$ cat src/rtl/nic_pkg.sv
package nic_pkg;

    typedef enum logic [1:0] {
        NS_IDLE = 2'd0,
        NS_CALL = 2'd1,
        NS_GAP  = 2'd2
    } nic_state_e;

    typedef enum logic {
        LVL_LO = 1'b0,
        LVL_HI = 1'b1
    } nic_lvl_e;

endpackage

$ cat src/rtl/nic_sampler.sv
module nic_sampler #(
    parameter int N_SRC = 8
) (
    input  logic             clk,
    input  logic             rst_n,
    input  logic [N_SRC-1:0] irq_req,
    input  logic [N_SRC-1:0] irq_en,
    input  logic [N_SRC-1:0] irq_hi,
    output logic [N_SRC-1:0] pend_q,
    output logic [N_SRC-1:0] hi_q
);

    for (genvar g = 0; g < N_SRC; g++) begin : g_bit
        always_ff @(posedge clk or negedge rst_n) begin
            if (!rst_n) begin
                pend_q[g] <= 1'b0;
                hi_q[g]   <= 1'b0;
            end else begin
                pend_q[g] <= irq_req[g] & irq_en[g];
                hi_q[g]   <= irq_hi[g];
            end
        end
    end

endmodule

$ cat src/rtl/nic_arbiter.sv
module nic_arbiter
    import nic_pkg::*;
#(
    parameter int N_SRC = 8,
    parameter int IDX_W = (N_SRC > 1) ? $clog2(N_SRC) : 1
) (
    input  logic [N_SRC-1:0] pend,
    input  logic [N_SRC-1:0] hi,
    input  logic             svc_lo,
    input  logic             svc_hi,
    output logic             win_vld,
    output logic [IDX_W-1:0] win_idx,
    output nic_lvl_e         win_lvl
);

    logic [N_SRC-1:0] hi_vec;
    logic [N_SRC-1:0] lo_vec;
    logic             hi_ok;
    logic             lo_ok;
    logic             hi_any;
    logic             lo_any;

    function automatic logic [IDX_W-1:0] first_set(input logic [N_SRC-1:0] v);
        logic [IDX_W-1:0] r;
        r = '0;
        for (int i = N_SRC - 1; i >= 0; i--) begin
            if (v[i]) r = IDX_W'(i);
        end
        return r;
    endfunction

    always_comb begin
        hi_vec = pend & hi;
        lo_vec = pend & ~hi;
        hi_ok  = !svc_hi;
        lo_ok  = !svc_hi && !svc_lo;
        hi_any = (|hi_vec) && hi_ok;
        lo_any = (|lo_vec) && lo_ok;
        win_vld = hi_any || lo_any;
        if (hi_any) begin
            win_idx = first_set(hi_vec);
            win_lvl = LVL_HI;
        end else begin
            win_idx = first_set(lo_vec);
            win_lvl = LVL_LO;
        end
    end

endmodule

$ cat src/rtl/nic_svc_track.sv
module nic_svc_track
    import nic_pkg::*;
(
    input  logic     clk,
    input  logic     rst_n,
    input  logic     set_en,
    input  nic_lvl_e set_lvl,
    input  logic     ret,
    output logic     svc_lo,
    output logic     svc_hi
);

    always_ff @(posedge clk or negedge rst_n) begin
        if (!rst_n) begin
            svc_lo <= 1'b0;
            svc_hi <= 1'b0;
        end else if (ret) begin
            if (svc_hi) svc_hi <= 1'b0;
            else        svc_lo <= 1'b0;
        end else if (set_en) begin
            if (set_lvl == LVL_HI) svc_hi <= 1'b1;
            else                   svc_lo <= 1'b1;
        end
    end

    AST_RET_POPS_HI: assert property (@(posedge clk) disable iff (!rst_n)
        (ret && svc_hi) |=> (!svc_hi && (svc_lo == $past(svc_lo))));
    AST_RET_POPS_LO: assert property (@(posedge clk) disable iff (!rst_n)
        (ret && !svc_hi) |=> (!svc_lo && !svc_hi));
    AST_SET_HI: assert property (@(posedge clk) disable iff (!rst_n)
        (set_en && !ret && set_lvl == LVL_HI) |=> svc_hi);

endmodule

$ cat src/rtl/nic_seq.sv
module nic_seq
    import nic_pkg::*;
#(
    parameter int N_SRC = 8,
    parameter int IDX_W = (N_SRC > 1) ? $clog2(N_SRC) : 1
) (
    input  logic             clk,
    input  logic             rst_n,
    input  logic             insn_bound,
    input  logic             reti,
    input  logic             vec_ack,
    input  logic             glb_en,
    input  logic             win_vld,
    input  logic [IDX_W-1:0] win_idx,
    input  nic_lvl_e         win_lvl,
    input  logic [N_SRC-1:0] pend_q,
    input  logic             svc_lo,
    output logic             vec_req,
    output logic [IDX_W-1:0] vec_idx,
    output nic_lvl_e         call_lvl,
    output logic             take
);

    nic_state_e       st_q, st_d;
    logic [IDX_W-1:0] idx_q, idx_d;
    nic_lvl_e         lvl_q, lvl_d;

    always_ff @(posedge clk or negedge rst_n) begin
        if (!rst_n) begin
            st_q  <= NS_IDLE;
            idx_q <= '0;
            lvl_q <= LVL_LO;
        end else begin
            st_q  <= st_d;
            idx_q <= idx_d;
            lvl_q <= lvl_d;
        end
    end

    always_comb begin
        st_d  = st_q;
        idx_d = idx_q;
        lvl_d = lvl_q;
        if (reti) begin
            st_d = NS_GAP;
        end else begin
            unique case (st_q)
                NS_IDLE: begin
                    if (insn_bound && glb_en && win_vld) begin
                        st_d  = NS_CALL;
                        idx_d = win_idx;
                        lvl_d = win_lvl;
                    end
                end
                NS_CALL: begin
                    if (vec_ack)              st_d = NS_IDLE;
                    else if (!pend_q[idx_q])  st_d = NS_IDLE;
                end
                NS_GAP: begin
                    if (insn_bound) st_d = NS_IDLE;
                end
                default: st_d = NS_IDLE;
            endcase
        end
    end

    always_comb begin
        vec_req  = (st_q == NS_CALL);
        vec_idx  = idx_q;
        call_lvl = lvl_q;
        take     = (st_q == NS_CALL) && vec_ack && !reti;
    end

    AST_CALL_HOLD: assert property (@(posedge clk) disable iff (!rst_n)
        (vec_req && !vec_ack && !reti && pend_q[vec_idx]) |=> (vec_req && $stable(vec_idx)));
    AST_NEST_LEVEL: assert property (@(posedge clk) disable iff (!rst_n)
        (vec_req && svc_lo) |-> (call_lvl == LVL_HI));
    AST_GAP_AFTER_RET: assert property (@(posedge clk) disable iff (!rst_n)
        reti |=> !vec_req);
    AST_CALL_GATED: assert property (@(posedge clk) disable iff (!rst_n)
        $rose(vec_req) |-> ($past(glb_en) && $past(insn_bound)));

endmodule

$ cat src/rtl/nest_irq_ctrl.sv
module nest_irq_ctrl
    import nic_pkg::*;
#(
    parameter int N_SRC = 8,
    parameter int IDX_W = (N_SRC > 1) ? $clog2(N_SRC) : 1
) (
    input  logic             clk,
    input  logic             rst_n,
    input  logic [N_SRC-1:0] irq_req,
    input  logic [N_SRC-1:0] irq_en,
    input  logic [N_SRC-1:0] irq_hi,
    input  logic             glb_en,
    input  logic             insn_bound,
    input  logic             reti,
    input  logic             vec_ack,
    output logic             vec_req,
    output logic [IDX_W-1:0] vec_idx,
    output logic             svc_lo,
    output logic             svc_hi
);

    logic [N_SRC-1:0] pend_q;
    logic [N_SRC-1:0] hi_q;
    logic             win_vld;
    logic [IDX_W-1:0] win_idx;
    nic_lvl_e         win_lvl;
    nic_lvl_e         call_lvl;
    logic             take;

    nic_sampler #(.N_SRC(N_SRC)) u_samp (
        .clk     (clk),
        .rst_n   (rst_n),
        .irq_req (irq_req),
        .irq_en  (irq_en),
        .irq_hi  (irq_hi),
        .pend_q  (pend_q),
        .hi_q    (hi_q)
    );

    nic_arbiter #(.N_SRC(N_SRC), .IDX_W(IDX_W)) u_arb (
        .pend    (pend_q),
        .hi      (hi_q),
        .svc_lo  (svc_lo),
        .svc_hi  (svc_hi),
        .win_vld (win_vld),
        .win_idx (win_idx),
        .win_lvl (win_lvl)
    );

    nic_seq #(.N_SRC(N_SRC), .IDX_W(IDX_W)) u_seq (
        .clk        (clk),
        .rst_n      (rst_n),
        .insn_bound (insn_bound),
        .reti       (reti),
        .vec_ack    (vec_ack),
        .glb_en     (glb_en),
        .win_vld    (win_vld),
        .win_idx    (win_idx),
        .win_lvl    (win_lvl),
        .pend_q     (pend_q),
        .svc_lo     (svc_lo),
        .vec_req    (vec_req),
        .vec_idx    (vec_idx),
        .call_lvl   (call_lvl),
        .take       (take)
    );

    nic_svc_track u_svc (
        .clk     (clk),
        .rst_n   (rst_n),
        .set_en  (take),
        .set_lvl (call_lvl),
        .ret     (reti),
        .svc_lo  (svc_lo),
        .svc_hi  (svc_hi)
    );

    AST_HI_BLOCKS: assert property (@(posedge clk) disable iff (!rst_n)
        svc_hi |-> !vec_req);
    AST_ACK_MARKS: assert property (@(posedge clk) disable iff (!rst_n)
        (vec_req && vec_ack && !reti) |=> (svc_lo || svc_hi));

endmodule

$ cat config.mk
export PLATFORM = sky130hd
export DESIGN_NAME = nest_irq_ctrl
export DESIGN_NICKNAME = d
export VERILOG_FILES = /design/src/rtl/nic_pkg.sv /design/src/rtl/nic_sampler.sv /design/src/rtl/nic_arbiter.sv /design/src/rtl/nic_svc_track.sv /design/src/rtl/nic_seq.sv /design/src/rtl/nest_irq_ctrl.sv
export SDC_FILE = /design/constraint.sdc
export NUM_CORES = 1
export LEC_CHECK = 0
export CAP_MARGIN = 20
export CORE_MARGIN = 10
export CORE_UTILIZATION = 48
export CTS_CLUSTER_SIZE = 8
export DETAILED_ROUTE_END_ITERATION = 12
export GPL_ROUTABILITY_DRIVEN = 0
export PLACE_DENSITY = 0.87
export SETUP_SLACK_MARGIN = 0.4
export SLEW_MARGIN = 20
export SYNTH_ARGS = -nofsm -noshare
export SYNTH_HDL_FRONTEND = slang
export SYNTH_SLANG_ARGS = --single-unit
$ cat constraint.sdc
create_clock -name clk -period 3.3 [get_ports clk]
set_clock_uncertainty 0.15 [all_clocks]
set_input_delay 0.33 -clock clk [delete_from_list [all_inputs] [get_ports clk]]
set_output_delay 0.33 -clock clk [all_outputs]
set_load 0.1 [all_outputs]
# After elaboration in Yosys (flattened, before gate mapping)
# Cells that the tools add are included.
[word_totals] inputBits=30 word_cells=94 output_inout_bits=6 ff_bits=24
[op_classes] eq_ne=7 n_reduce_logical=20 n_lt_le_gt_ge=1 muxes=33 n_bitwise=12
[ops] operator="2-to-1 mux 3 bit" count=17
[ops] operator="AND 8 bit" count=2
[ops] operator="OR reduction 8 bit" count=2
[ops] operator="2-to-1 mux 2 bit" count=5
[ops] operator="2-to-1 mux 1 bit" count=9
[ops] operator="AND reduction 3 bit" count=3
[ops] operator="AND 1 bit" count=8
[ops] operator="NOT 8 bit" count=1
[ops] operator="logical AND 1 bit" count=7
[ops] operator="case mux 2 bit (3 select lines)" count=1
[ops] operator="less-than comparator 3 x 4 -> 1 bit (second input constant)" count=1
[ops] operator="!= test 2 bit (second input constant)" count=2
[ops] operator="!= test 4 bit (second input constant)" count=1
[ops] operator="nonzero test 2 bit" count=2
[ops] operator="binary-select mux 1 bit (select 3 bit)" count=1
[ops] operator="logical NOT 1 bit" count=3
[ops] operator="!= test 3 x 2 -> 1 bit (second input constant)" count=1
[ops] operator="!= test 3 bit (second input constant)" count=1
[ops] operator="equality test 2 x 1 -> 1 bit (second input constant)" count=1
[ops] operator="equality test 2 bit (second input constant)" count=1
[ops] operator="logical NOT 2 bit" count=1
[ops] operator="AND reduction 2 bit" count=1
[ops] operator="logical OR 1 bit" count=1
[ops] operator="NOT 1 bit" count=1

# Longest topological paths before layout
[depth] ltp_word=11 mapped_depth=5 depth_no_buf=5

# By module
# Synthesis repeated with hierarchy kept, for this count alone.
[unflattened] hier_cells=102 hier_area_um2=1209.9
[modules_own_cells] mod="nic_sampler" seq_area_each_um2=400.4 n_inst=1 cells_each=24 area_per_inst_um2=450.4
[modules_own_cells] mod="nic_seq" seq_area_each_um2=150.1 n_inst=1 cells_each=28 area_per_inst_um2=356.6
[modules_own_cells] mod="nic_arbiter" seq_area_each_um2=0.0 n_inst=1 cells_each=43 area_per_inst_um2=319.1
[modules_own_cells] mod="nic_svc_track" seq_area_each_um2=50.0 n_inst=1 cells_each=7 area_per_inst_um2=83.8

# Least setup slack after synthesis
# OpenSTA, ideal clock, no wires.
[synth_path] kind="register to register" startpoint="register u_seq.st_q[1]" endpoint="register u_svc.svc_lo" period_less_slack_ns=2.407 path_buffers=0 arrival_time_ns=2.171 setup_time_ns=0.085 t_required_ns=3.065 path_stages_with_launch=4 path_slack_ns=0.893 path_cell_list="dfrtp_1 > nor2b_1 > a31oi_1 > o21ai_0"
[synth_via] elab_chain_len=5
[synth_rtl] item="start, declared" line="nic_seq.sv:24" text="nic_state_e st_q, st_d;"
[synth_rtl] item="start signal, assigned" line="nic_seq.sv:34" text="st_q <= st_d;"
[synth_rtl] item="equality test 2 x 1 -> 1 bit"
[synth_rtl] item="net vec_req" line="nest_irq_ctrl.sv:16" text="output logic vec_req,"
[synth_rtl] item="logical AND 1 bit (2 in a row)" line="nic_seq.sv:71" text="take = (st_q == NS_CALL) && vec_ack && !reti;"
[synth_rtl] item="nonzero test 2 bit (no line)"
[synth_rtl] item="AND reduction 3 bit (no line)"
[synth_rtl] item="end signal, assigned" line="nic_svc_track.sv:15" text="svc_lo <= 1'b0;"
[synth_rtl] item="end signal, assigned" line="nic_svc_track.sv:19" text="else svc_lo <= 1'b0;"
[synth_rtl] item="end signal, assigned" line="nic_svc_track.sv:22" text="else svc_lo <= 1'b1;"
[synth_rtl] item="end, declared" line="nic_svc_track.sv:9" text="output logic svc_lo,"
# The timed path passes the listed nets, and every way through them passes these cells.
# A chain may end at the register's enable or synchronous reset.

# Worst setup path in the final report
[layout_path] startpoint="register u_seq.idx_q[2], in the netlist u_seq.vec_idx[2]" endpoint="output vec_idx[2]"
[layout_lines] item="start, declared" line="nic_seq.sv:25" text="logic [IDX_W-1:0] idx_q, idx_d;"
[layout_lines] item="start signal, assigned" line="nic_seq.sv:35" text="idx_q <= idx_d;"
[layout_lines] item="end, declared" line="nest_irq_ctrl.sv:17" text="output logic [IDX_W-1:0] vec_idx,"
# No word-level cell between the ends.

==> summary.txt <==
Floorplanning
  • # IOs: 36
  • Row count: 17
  • Core box area: roughly 2200 µm²
  • Full die area: between 4000 and 5000 µm²
  • Die width: 68.2 µm
  • Initial Util: between 50 and 60%
  • Chip height: between 60 and 70 µm

Clock network
  • Sink Count: 24
  • Setup Buffers After CTS: 0
  • Root buf cell: clkbuf_4
  • TritonCTS clock tree: done
  • Clock insertion delay at the later pin of the skew report: around 0.30 ns
  • Clock buffer depth: 2
  • TritonCTS Buffers: 3
  • Clock-pin slew on the worst setup and hold paths: approximately 0.12 ns
  • Post_cts resized: 0
  • H-tree Lvls: 1
  • Hold buffer count at CTS: 0

Power and ir drop
  • Sequential power share: around half
  • Clock network power share: between 20 and 25%
  • Logic gate share of total power: 31.6%
  • Pint: roughly 0.00048 W
  • Leakage: 0.644 nW
  • Peak supply drop: 0.370 mV
  • Power density over cell area: 480 nW/µm²
  • Switching share of power: between 30% and 40%
  • P_sw: ~0.00025 W

Synth
  • Area share of the largest cell type after synthesis: a little over half
  • Synth cell count leaders: dfrtp_1 (24), nand2_1 (10), and2_1 (9)
  • Yosys warns: 0
  • Distinct cells, synth: 31
  • Seq/Total Area, Yosys: a little over half
  • Mean Syn Cell Area: 11.1 µm²
  • Biggest area consumer among synthesized cells: dfrtp_1
  • Synthesized cell area: between 1000 and 1500 µm²
  • Top-count cell post-synth: dfrtp_1
  • Asr flop ratio synth: 100%
  • Top FF cell, synth: dfrtp_1
  • Post-synth EDFFs: 0
  • #FFs+latches synth: 24
  • Post-synth net total: between 100 and 150
  • Top post-synthesis cells by area: dfrtp_1 (54%), and2_1 (5.1%), mux4_2 (4.0%)
  • Synth Instances: 100

Global route
  • Largest net degree at the start of global routing: 25
  • Vias in the first global route: around 960
  • Initial antenna violation count: 0
  • Overflow after GRT: 0
  • Total GRT Usage: 12.4%
  • First-pass GRT wire length: roughly 4.4 mm

Critical path
  • Critical Path Source: u_seq.vec_idx[2]
  • CP Buf/Inv Count: 1
  • Crit-path cells: clkdlybuf4s50_1
  • Crit path required time: about 2.8 ns
  • Family with the most delay on the worst path: buffers and inverters
  • CP Launch Type: flip-flop
  • Arr. time, crit path: ~1.9 ns
  • Crit Path Max Fanout: 3
  • Crit-path slowest cell: clkdlybuf4s50_1
  • Crit Path Class: reg -> out
  • Crit. End Element: output pin
  • Slowest stage delay, CP: about 1.2 ns
  • RR Startpoint: u_samp.pend_q[1]

STA
  • Final Cycle Share: 70.6%
  • Setup tns final: 0 ns
  • Final Hold Vio Count: 0
  • Worst Tran Pin Value: ~0.97 ns
  • Relative slew slack: a little over a third
  • Fmax: around 430 MHz
  • Unrepaired setup endpoints after global routing: no
  • Final worst slack: between 0.9 and 1 ns
  • # setup viols final: 0
  • Slew Limit Fails: 0
  • Fin crit period: ~2.3 ns

Flow run
  • MaxCap Viol Count: 0

Finish
  • Fill count: between 150 and 200
  • Nets: 171
  • Share of layout cells above drive strength 1: 10.0%
  • Layout area overhead: 37.1%
  • Ant. Diodes: 0

Route
  • Remaining DRCs: 0
  • Vias per cell: 5.68
  • Vias: ~960
  • Total wire length: between 2 and 3 mm
  • DR pass1 iterations: 4
  • Routed WL per cell: around 16 µm
  • Initial DRC count: 71
  • Detail Route Antenna Nets: 0

Placement
  • Dpl ws: 0.932 ns
  • I/O Buffers: 35
  • DP HPWL: approximately 2.2 mm

Hold path
  • Hold_sp: irq_hi[3]
  • Worst Hold Class: in -> reg

Run status
  • Status: complete, no violations
cells by family after synthesis:
family,Yosys count,synth area share (%)
buffers and inverters,3,1.01
AND/OR/NAND/NOR,43,21.6
flip-flops,24,53.9
multiplexers,6,7.97
AO/OA/AOI/OAI,24,15.6
state kept, by name, indices dropped and copies added (netlist names):
register,flops
u_samp.hi_q,8
u_samp.pend_q,8
u_seq.st_q,2
u_svc.svc_lo,1
u_seq.call_lvl,1
u_seq.vec_idx,3
u_svc.svc_hi,1
area by class of cell:
class | instances | area (µm²) | share of cell area (%)
Sequential cell | 24 | 601 | 39.3
Multi-Input combinational cell | 73 | 503 | 32.9
Timing Repair Buffer | 36 | 343 | 22.4
Clock buffer | 4 | 36.3 | 2.37
Tap cell | 28 | 35.0 | 2.29
Inverter | 3 | 11.3 | 0.736
cell usage in the layout, fill, tap and decap left out, drive strengths merged, types with 3 or more instances in the layout:
cell	n
a21oi	3
a22oi	4
a31oi	3
and2	9
buf	6
clkbuf	4
clkdlybuf4s50	29
dfrtp	24
inv	3
mux2	3
nand2	10
nand2b	6
nor2	3
nor2b	6
o21ai	5
power by group through the flow:
stage / Combinational [W] / Sequential (W) / Clock, W
after global routing: 0.000244 / 0.000360 / 0.000166
final: 0.000232 / 0.000355 / 0.000148
after global placement: 0.000227 / 0.000359 / 0
after CTS: 0.000233 / 0.000354 / 0.000152
after detailed placement: 0.000232 / 0.000360 / 0
after floorplan: 0.0000673 / 0.000440 / 0
metal layers:
layer  GRT usage [%]  wire (µm)  vias up
met5               0          0        -
met4            4.52         80        0
met3            2.61        182       15
met2            22.0       1440       55
met1            14.4       1030      441
li1                -          -      444
final timing paths:
| kind | endpoint | slack [ns] | cells past startpoint |
|---|---|---|---|
| max | vec_idx[2] | 0.97 | 1 |
| max reg2reg | u_seq.vec_idx[2] | 1.07 | 5 |
| min | u_samp.hi_q[3] | 0.30 | 1 |
| min in group asynchronous | u_samp.pend_q[4] | 0.37 | 2 |
| min reg2reg | u_svc.svc_lo | 0.41 | 2 |
| max in group asynchronous | u_seq.st_q[0] | 2.28 | 2 |
per-stage QoR:
stage	hold slack, ns	instances	utilization (%)	instance area [µm²]	power, W
after floorplan	-0.116	100	-	1110	0.000507
after global placement	0.362	163	67.3	1490	0.000586
after detailed placement	0.385	163	67.3	1490	0.000592
after CTS	0.292	167	68.9	1520	0.000739
after global routing	0.277	168	69.1	1530	0.000769
final	0.297	168	69.1	1530	0.000735
Note: power is estimated with default switching activity, not from simulation.
